**config.mk**
```make
export PLATFORM = sky130hd
export DESIGN_NAME = rtc_sec_counter
export DESIGN_NICKNAME = d
export VERILOG_FILES = /design/src/rtl/rtc_sec_pkg.sv /design/src/rtl/rtc_sec_counters.sv /design/src/rtl/rtc_sec_match.sv /design/src/rtl/rtc_sec_regfile.sv /design/src/rtl/rtc_sec_counter.sv
export SDC_FILE = /design/constraint.sdc
export NUM_CORES = 1
export LEC_CHECK = 0
export BUFFER_PORTS_ARGS = -buffer_cell sky130_fd_sc_hd__buf_4
export CAP_MARGIN = 20
export CORE_MARGIN = 2
export CORE_UTILIZATION = 47
export DETAILED_ROUTE_END_ITERATION = 10
export HOLD_SLACK_MARGIN = 0.03
export PLACE_DENSITY_LB_ADDON = 0.2
export SYNTH_ARGS = -nofsm -noshare
export SYNTH_HDL_FRONTEND = slang
export SYNTH_SLANG_ARGS = --single-unit
```
**constraint.sdc**
```tcl
create_clock -name clk -period 2.9 [get_ports clk]
set_clock_uncertainty 0.15 [all_clocks]
set_input_delay 0.29 -clock clk [delete_from_list [all_inputs] [get_ports clk]]
set_output_delay 0.29 -clock clk [all_outputs]
set_load 0.02 [all_outputs]
```
**src/rtl/rtc_sec_pkg.sv**
```systemverilog
package rtc_sec_pkg;
   localparam int NUM_MATCH   = 2;
   localparam int STAT_W      = NUM_MATCH + 1;
   localparam int CTRL_W      = 8;

   localparam int OFS_UP      = 'h00;
   localparam int OFS_DOWN    = 'h04;
   localparam int OFS_MATCH   = 'h08;
   localparam int OFS_CTRL    = 'h10;
   localparam int OFS_STAT    = 'h14;
   localparam int OFS_KEY     = 'h18;
   localparam int MATCH_STEP  = 4;

   localparam int CB_EN       = 0;
   localparam int CB_ROUTE    = CB_EN + NUM_MATCH;
   localparam int CB_SRST     = 4;
   localparam int CB_HALT     = 6;
   localparam int CB_FORCE    = 7;
   localparam logic [CTRL_W-1:0] CTRL_MASK = 8'hDF;

   localparam int SB_PWR      = NUM_MATCH;
endpackage

```
**src/rtl/rtc_sec_counters.sv**
```systemverilog
module rtc_sec_counters
   import rtc_sec_pkg::*;
#(
   parameter int DATA_W = 32
) (
   input  logic              clk,
   input  logic              rst_n,
   input  logic              tick,
   input  logic              srst,
   input  logic              halt,
   input  logic              up_wr,
   input  logic              dn_wr,
   input  logic [DATA_W-1:0] wdata,
   output logic [DATA_W-1:0] up_cnt,
   output logic [DATA_W-1:0] dn_cnt
);
   localparam logic [DATA_W-1:0] ONE = DATA_W'(1);

   always_ff @(posedge clk or negedge rst_n) begin
      if (!rst_n) begin
         up_cnt <= '0;
         dn_cnt <= '1;
      end else if (srst) begin
         up_cnt <= '0;
         dn_cnt <= '1;
      end else if (halt) begin
         if (up_wr) up_cnt <= wdata;
         if (dn_wr) dn_cnt <= wdata;
      end else if (tick) begin
         up_cnt <= up_cnt + ONE;
         dn_cnt <= dn_cnt - ONE;
      end
   end
endmodule

```
**src/rtl/rtc_sec_match.sv**
```systemverilog
module rtc_sec_match
   import rtc_sec_pkg::*;
#(
   parameter int DATA_W = 32
) (
   input  logic                                clk,
   input  logic                                rst_n,
   input  logic [DATA_W-1:0]                   up_cnt,
   input  logic [NUM_MATCH-1:0][DATA_W-1:0]    match_val,
   input  logic [NUM_MATCH-1:0]                en,
   input  logic [NUM_MATCH-1:0]                route,
   input  logic [STAT_W-1:0]                   clr,
   output logic [STAT_W-1:0]                   status
);
   logic [NUM_MATCH-1:0] hit;

   for (genvar k = 0; k < NUM_MATCH; k++) begin : g_cmp
      assign hit[k] = en[k] && (up_cnt == match_val[k]);

      always_ff @(posedge clk or negedge rst_n) begin
         if (!rst_n) status[k] <= 1'b0;
         else        status[k] <= (status[k] & ~clr[k]) | hit[k];
      end
   end

   always_ff @(posedge clk or negedge rst_n) begin
      if (!rst_n) status[SB_PWR] <= 1'b0;
      else        status[SB_PWR] <= (status[SB_PWR] & ~clr[SB_PWR]) | (|(hit & route));
   end
endmodule

```
**src/rtl/rtc_sec_regfile.sv**
```systemverilog
module rtc_sec_regfile
   import rtc_sec_pkg::*;
#(
   parameter int DATA_W = 32,
   parameter int ADDR_W = 8
) (
   input  logic                             clk,
   input  logic                             rst_n,
   input  logic                             wr_en,
   input  logic                             rd_en,
   input  logic [ADDR_W-1:0]                addr,
   input  logic [DATA_W-1:0]                wdata,
   input  logic [DATA_W-1:0]                up_cnt,
   input  logic [DATA_W-1:0]                dn_cnt,
   input  logic [STAT_W-1:0]                status,
   output logic [CTRL_W-1:0]                ctrl,
   output logic [NUM_MATCH-1:0][DATA_W-1:0] match_val,
   output logic                             up_wr,
   output logic                             dn_wr,
   output logic [STAT_W-1:0]                stat_clr,
   output logic [DATA_W-1:0]                rdata
);
   localparam logic [ADDR_W-1:0] A_UP   = ADDR_W'(OFS_UP);
   localparam logic [ADDR_W-1:0] A_DOWN = ADDR_W'(OFS_DOWN);
   localparam logic [ADDR_W-1:0] A_CTRL = ADDR_W'(OFS_CTRL);
   localparam logic [ADDR_W-1:0] A_STAT = ADDR_W'(OFS_STAT);
   localparam logic [ADDR_W-1:0] A_KEY  = ADDR_W'(OFS_KEY);

   logic [DATA_W-1:0]    key_q;
   logic [NUM_MATCH-1:0] m_sel;
   logic [DATA_W-1:0]    rd_mux;

   assign up_wr    = wr_en && (addr == A_UP);
   assign dn_wr    = wr_en && (addr == A_DOWN);
   assign stat_clr = (wr_en && (addr == A_STAT)) ? wdata[STAT_W-1:0] : '0;

   always_ff @(posedge clk or negedge rst_n) begin
      if (!rst_n) begin
         ctrl  <= '0;
         key_q <= '0;
      end else if (wr_en) begin
         if (addr == A_CTRL) ctrl  <= wdata[CTRL_W-1:0] & CTRL_MASK;
         if (addr == A_KEY)  key_q <= wdata;
      end
   end

   for (genvar k = 0; k < NUM_MATCH; k++) begin : g_mreg
      assign m_sel[k] = (addr == ADDR_W'(OFS_MATCH + MATCH_STEP * k));

      always_ff @(posedge clk or negedge rst_n) begin
         if (!rst_n)                 match_val[k] <= '1;
         else if (wr_en && m_sel[k]) match_val[k] <= wdata;
      end
   end

   always_comb begin
      rd_mux = '0;
      if (addr == A_UP)   rd_mux = up_cnt;
      if (addr == A_DOWN) rd_mux = dn_cnt;
      if (addr == A_CTRL) rd_mux = DATA_W'(ctrl);
      if (addr == A_STAT) rd_mux = DATA_W'(status);
      if (addr == A_KEY)  rd_mux = key_q;
      for (int k = 0; k < NUM_MATCH; k++) begin
         if (m_sel[k]) rd_mux = match_val[k];
      end
   end

   always_ff @(posedge clk or negedge rst_n) begin
      if (!rst_n) rdata <= '0;
      else        rdata <= rd_en ? rd_mux : '0;
   end
endmodule

```
**src/rtl/rtc_sec_counter.sv**
```systemverilog
module rtc_sec_counter
   import rtc_sec_pkg::*;
#(
   parameter int DATA_W = 32,
   parameter int ADDR_W = 8
) (
   input  logic              clk,
   input  logic              rst_n,
   input  logic              tick_1hz,
   input  logic              wr_en,
   input  logic              rd_en,
   input  logic [ADDR_W-1:0] addr,
   input  logic [DATA_W-1:0] wdata,
   output logic [DATA_W-1:0] rdata,
   output logic              irq,
   output logic              pwr_on
);
   if (DATA_W < CTRL_W || DATA_W > 64) begin : g_bad_data_w
      $error("rtc_sec_counter: DATA_W must lie in 8..64");
   end
   if (ADDR_W < 5) begin : g_bad_addr_w
      $error("rtc_sec_counter: ADDR_W too small for the register offsets");
   end

   logic [CTRL_W-1:0]                ctrl;
   logic [NUM_MATCH-1:0][DATA_W-1:0] match_val;
   logic [STAT_W-1:0]                status;
   logic [STAT_W-1:0]                stat_clr;
   logic [DATA_W-1:0]                up_cnt;
   logic [DATA_W-1:0]                dn_cnt;
   logic                             up_wr;
   logic                             dn_wr;
   logic [NUM_MATCH-1:0]             m_en;
   logic [NUM_MATCH-1:0]             m_route;

   assign m_en    = ctrl[CB_EN +: NUM_MATCH];
   assign m_route = ctrl[CB_ROUTE +: NUM_MATCH];

   rtc_sec_regfile #(.DATA_W(DATA_W), .ADDR_W(ADDR_W)) u_regs (
      .clk       (clk),
      .rst_n     (rst_n),
      .wr_en     (wr_en),
      .rd_en     (rd_en),
      .addr      (addr),
      .wdata     (wdata),
      .up_cnt    (up_cnt),
      .dn_cnt    (dn_cnt),
      .status    (status),
      .ctrl      (ctrl),
      .match_val (match_val),
      .up_wr     (up_wr),
      .dn_wr     (dn_wr),
      .stat_clr  (stat_clr),
      .rdata     (rdata)
   );

   rtc_sec_counters #(.DATA_W(DATA_W)) u_cnt (
      .clk    (clk),
      .rst_n  (rst_n),
      .tick   (tick_1hz),
      .srst   (ctrl[CB_SRST]),
      .halt   (ctrl[CB_HALT]),
      .up_wr  (up_wr),
      .dn_wr  (dn_wr),
      .wdata  (wdata),
      .up_cnt (up_cnt),
      .dn_cnt (dn_cnt)
   );

   rtc_sec_match #(.DATA_W(DATA_W)) u_match (
      .clk       (clk),
      .rst_n     (rst_n),
      .up_cnt    (up_cnt),
      .match_val (match_val),
      .en        (m_en),
      .route     (m_route),
      .clr       (stat_clr),
      .status    (status)
   );

   assign irq    = |(status[NUM_MATCH-1:0] & m_en);
   assign pwr_on = ctrl[CB_FORCE] | (|(status[NUM_MATCH-1:0] & m_route));
endmodule

```
==> metrics.md <==
| Metric | Value |
|---|---|
| Core Area | 23,600 µm² |
| Slew margin rel. | 51.8% |
| CTS tree | done |
| Delay-heaviest family, CP | simple AND/OR/NAND/NOR gates |
| Worst setup path end | u_match.status[2] |
| Seq cells post-synth | 202 |
| Gate Count Post-Synth | 1,175 |
| Die width | 160 µm |
| Buffers on Ports | 78 |
| Crit. path cell count | 5 |
| Endpoints failing hold | 0 |
| Endpoints failing setup | 0 |
| Final wirelength | 36,400 µm |
| HP Start | rd_en |
| Synthesized area per cell | 9.70 µm² |
| Min cycle time layout | 2.45 ns |
| Count of pins over their slew limit | 0 |
| Reg-to-reg startpoint | u_regs.match_val[45] |
| Clock transition at path regs | 0.06 ns |
| Layout cells sized above 1 | 26.5% |
| Crit path required time | 3.19 ns |
| Hold WS | 0.0628 ns |
| Reg area | 5170 µm² |
| Worst r2r dst | u_match.status[2] |
| CP max stage cell | nor4_1 |
| Tcrit/Tclk final | 84.4% |
| Initial Utilization | 48.3% |
| Ys flop type | dfrtp_1 |
| H-tree Lvls | 1 |
| Top post-synthesis cells by area | dfrtp_1 23%, dfstp_2 22%, mux2_2 7.1%, xor2_1 4.9%, o21ai_0 3.9% |
| Largest net degree at the start of global routing | 76 |
| GRT Residual Overflow | 0 |
| Multi-input gate area | 5730 µm² |
| DRT iter0 DRCs | 957 |
| Non-filler instance count after layout | 1,585 |
| GR Util All Layers | 28.4% |
| Vias in the first global route | 9,220 |
| RSZ-0062 raised after global routing | no |
| Synth cell types | 67 |
| CTS Buf Count | 23 |
| Global-route wire length before repair | 56,400 µm |
| Net count after synthesis | 1,222 |
| # diodes | 0 |
| Io pins | 79 |
| Max VDD drop | 310 µV |
| HPWL Detailed | 25,300 µm |
| Share of flip-flops with an asynchronous set or reset | 100% |
| CTS Buffer Depth | 3 |
| CP Launch Type | flip-flop |
| Setup WS post-layout | 0.451 ns |
| Skew-Pair Late Insertion Delay | 0.51 ns |
| Hold Crit Class | input pin to flip-flop |
| Cells on worst reg2reg path | 5 |
| CP Cell Sequence | xor2_1 > nor4_1 > nand4_1 > nor3_1 > a221o_1 |
| Run status | completed |
| P_leak | 5.89 nW |
| # fillers | 2,047 |
| CP max stage delay | 0.59 ns |
| Routed vias/inst | 6.17 |
| Std cell rows | 56 |
| Die extent in y | 160 µm |
| Synth Warn # | 0 |
| DR WL/cell | 23.0 µm |
| Setup crit end kind | flip-flop |
| Routed via count | 9,780 |
| Number of flops mapped to enable cells by yosys | 0 |
| Routed Antenna Nets | 0 |
| Clock Sink Count | 202 |
| DRC | 0 |
| MaxCap Viol Count | 0 |
| Layout Nets | 1,297 |
| Final setup TNS | 0 ns |
| R2r setup slk | 0.45 ns |
| Pre-CTS setup slack | 0.293 ns |
| Setup bufs post-CTS | 0 |
| Pre-antenna DRT Iters | 6 |
| Antenna violations before repair | 0 |
| Top achievable clock speed | 0.408 GHz |
| Post-synth top area share | 23.3% |
| Post_cts resized | 0 |
| Critical path buffers and inverters | 0 |
| Crit path kind | flip-flop to flip-flop |
| Synth area leader | dfrtp_1 |
| Area growth, synth to finish | 18.0% |
| Slew @ Worst Pin | 0.722 ns |
| Origin of the worst setup path | u_regs.match_val[45] |
| Core Util, Final | 57.0% |
| Root Buffer Master | clkbuf_16 |
| CP Max Fanout | 3 |
| Post-Syn Area | 11,400 µm² |
| Post-Place Cells | 1,511 |
| CP arrival | 2.74 ns |
| Power density over the cells | 644 nW/µm² |
| Seq/Total Area, Yosys | 45.4% |
| Gpl congestion | 0.929 |
| Die area | 25,500 µm² |
logic make-up (layout without fill, tap and decap cells):
family | after synthesis | in the layout | synth area share [%]
compound gates | 337 | 337 | 19.5
simple gates | 327 | 327 | 14.5
flops | 202 | 202 | 45.4
buf+inv | 132 | 223 | 4.61
mux | 107 | 107 | 10.5
xor+xnor | 68 | 68 | 5.22
fa+ha+maj | 2 | 2 | 0.219
layout make-up:
type / instances / area share, %
timing repair buffer: 149 / 9.34
multi-input combinational: 841 / 42.5
inverter: 33 / 0.920
clock inverter: 7 / 0.818
clock buffer: 34 / 4.96
sequential: 202 / 38.5
tap: 319 / 2.97
per-stage QoR:
step / area [µm²] / total power [mW]
3_3_place_gp: 12400 / 5.56
2_1_floorplan: 11400 / 4.91
4_1_cts: 13500 / 8.67
3_5_place_dp: 12400 / 5.60
5_1_grt: 13500 / 9.04
6_report: 13500 / 8.67
worst min-delay path by stage:
stage,slack (ns),to,cells past startpoint
floorplan,-0.16,u_cnt.up_cnt[0],0
global placement,0.21,u_regs.rdata[21],1
detailed placement,0.22,u_regs.rdata[21],1
CTS,0.05,u_regs.rdata[17],2
global route,0.08,u_regs.rdata[14],2
finish,0.06,u_regs.rdata[1],3
cell usage after synthesis (3+ instances only):
| master | number |
|---|---|
| nand2_1 | 110 |
| buf_1 | 6 |
| a21oi_1 | 51 |
| nor3_1 | 30 |
| o31a_1 | 3 |
| and3_1 | 8 |
| dfstp_2 | 96 |
| nor4_1 | 31 |
| xnor2_1 | 4 |
| mux2_1 | 30 |
| a221o_1 | 3 |
| nand4_1 | 16 |
| a22o_1 | 7 |
| a31oi_1 | 22 |
| inv_1 | 32 |
| o2bb2ai_1 | 20 |
| o22a_1 | 9 |
| nor2_1 | 41 |
| or3_1 | 8 |
| buf_2 | 6 |
| nand2b_1 | 13 |
| or4_1 | 6 |
| and4_1 | 4 |
| nor2b_1 | 8 |
| buf_6 | 3 |
| a21o_1 | 5 |
| xor2_1 | 64 |
| clkbuf_1 | 84 |
| o31ai_1 | 7 |
| dfrtp_1 | 106 |
| o211ai_1 | 26 |
| nand3_1 | 29 |
| or2_2 | 4 |
| a211oi_1 | 6 |
| a21boi_0 | 25 |
| o22ai_1 | 12 |
| mux2_2 | 72 |
| mux2i_1 | 5 |
| o21ai_0 | 88 |
| o21a_1 | 12 |
| a41oi_1 | 4 |
| and2_1 | 5 |
| a2bb2oi_1 | 8 |
| a22oi_1 | 14 |
layer usage:
metal | vias up | share of wire (%) | track usage, %
met3 | 55 | 8.8 | 4.68
met4 | 0 | 2.0 | 6.57
met1 | 4834 | 45 | 42.7
li1 | 4438 | - | -
met2 | 453 | 44 | 42.9
met5 | - | 0 | 0
registers in the layout, indices dropped and copies added, names as in the netlist:
signal,flops
u_cnt.dn_cnt,32
u_cnt.up_cnt,32
u_match.status,3
u_regs.ctrl,7
u_regs.key_q,32
u_regs.match_val,64
u_regs.rdata,32
worst reg2reg max path, cell delays in order (launching register included):
cell,delay [ns]
dfstp_2,0.55
xor2_1,0.07
nor4_1,0.59
nand4_1,0.29
nor3_1,0.49
a221o_1,0.24
power breakdown:
part	total, mW	internal, mW	switching [mW]
Clock	3.02	1.85	1.17
Sequential	3.98	3.34	0.644
Combinational	1.66	0.701	0.963
Total	8.67	5.89	2.78
placed cells by master, fill, tap and decap left out, types with 12 or more instances in the layout:
cell           synthesis  final
dlygate4sd3_1          0     33
a21boi_0              25     25
inv_1                 32     32
a22oi_1               14     14
nor2_1                41     40
nand2_1              110    110
nor3_1                30     30
a31oi_1               22     22
mux2_2                72     72
dfstp_2               96     96
o211ai_1              26     26
a21oi_1               51     51
o2bb2ai_1             20     20
o21ai_0               88     88
nand4_1               16     16
nand2b_1              13     13
xor2_1                64     64
nor4_1                31     29
buf_4                  0    111
clkbuf_16              0     23
o21a_1                12     12
nand3_1               29     29
mux2_1                30     30
dfrtp_1              106    106
o22ai_1               12     12
what timing repair did:
action / 4_1_cts / 5_1_grt
setup endpoints to repair: 0 / 0
hold endpoints to repair: 171 / 0
hold buffers: 33 / 0
Power figures use the tool's default switching activity.
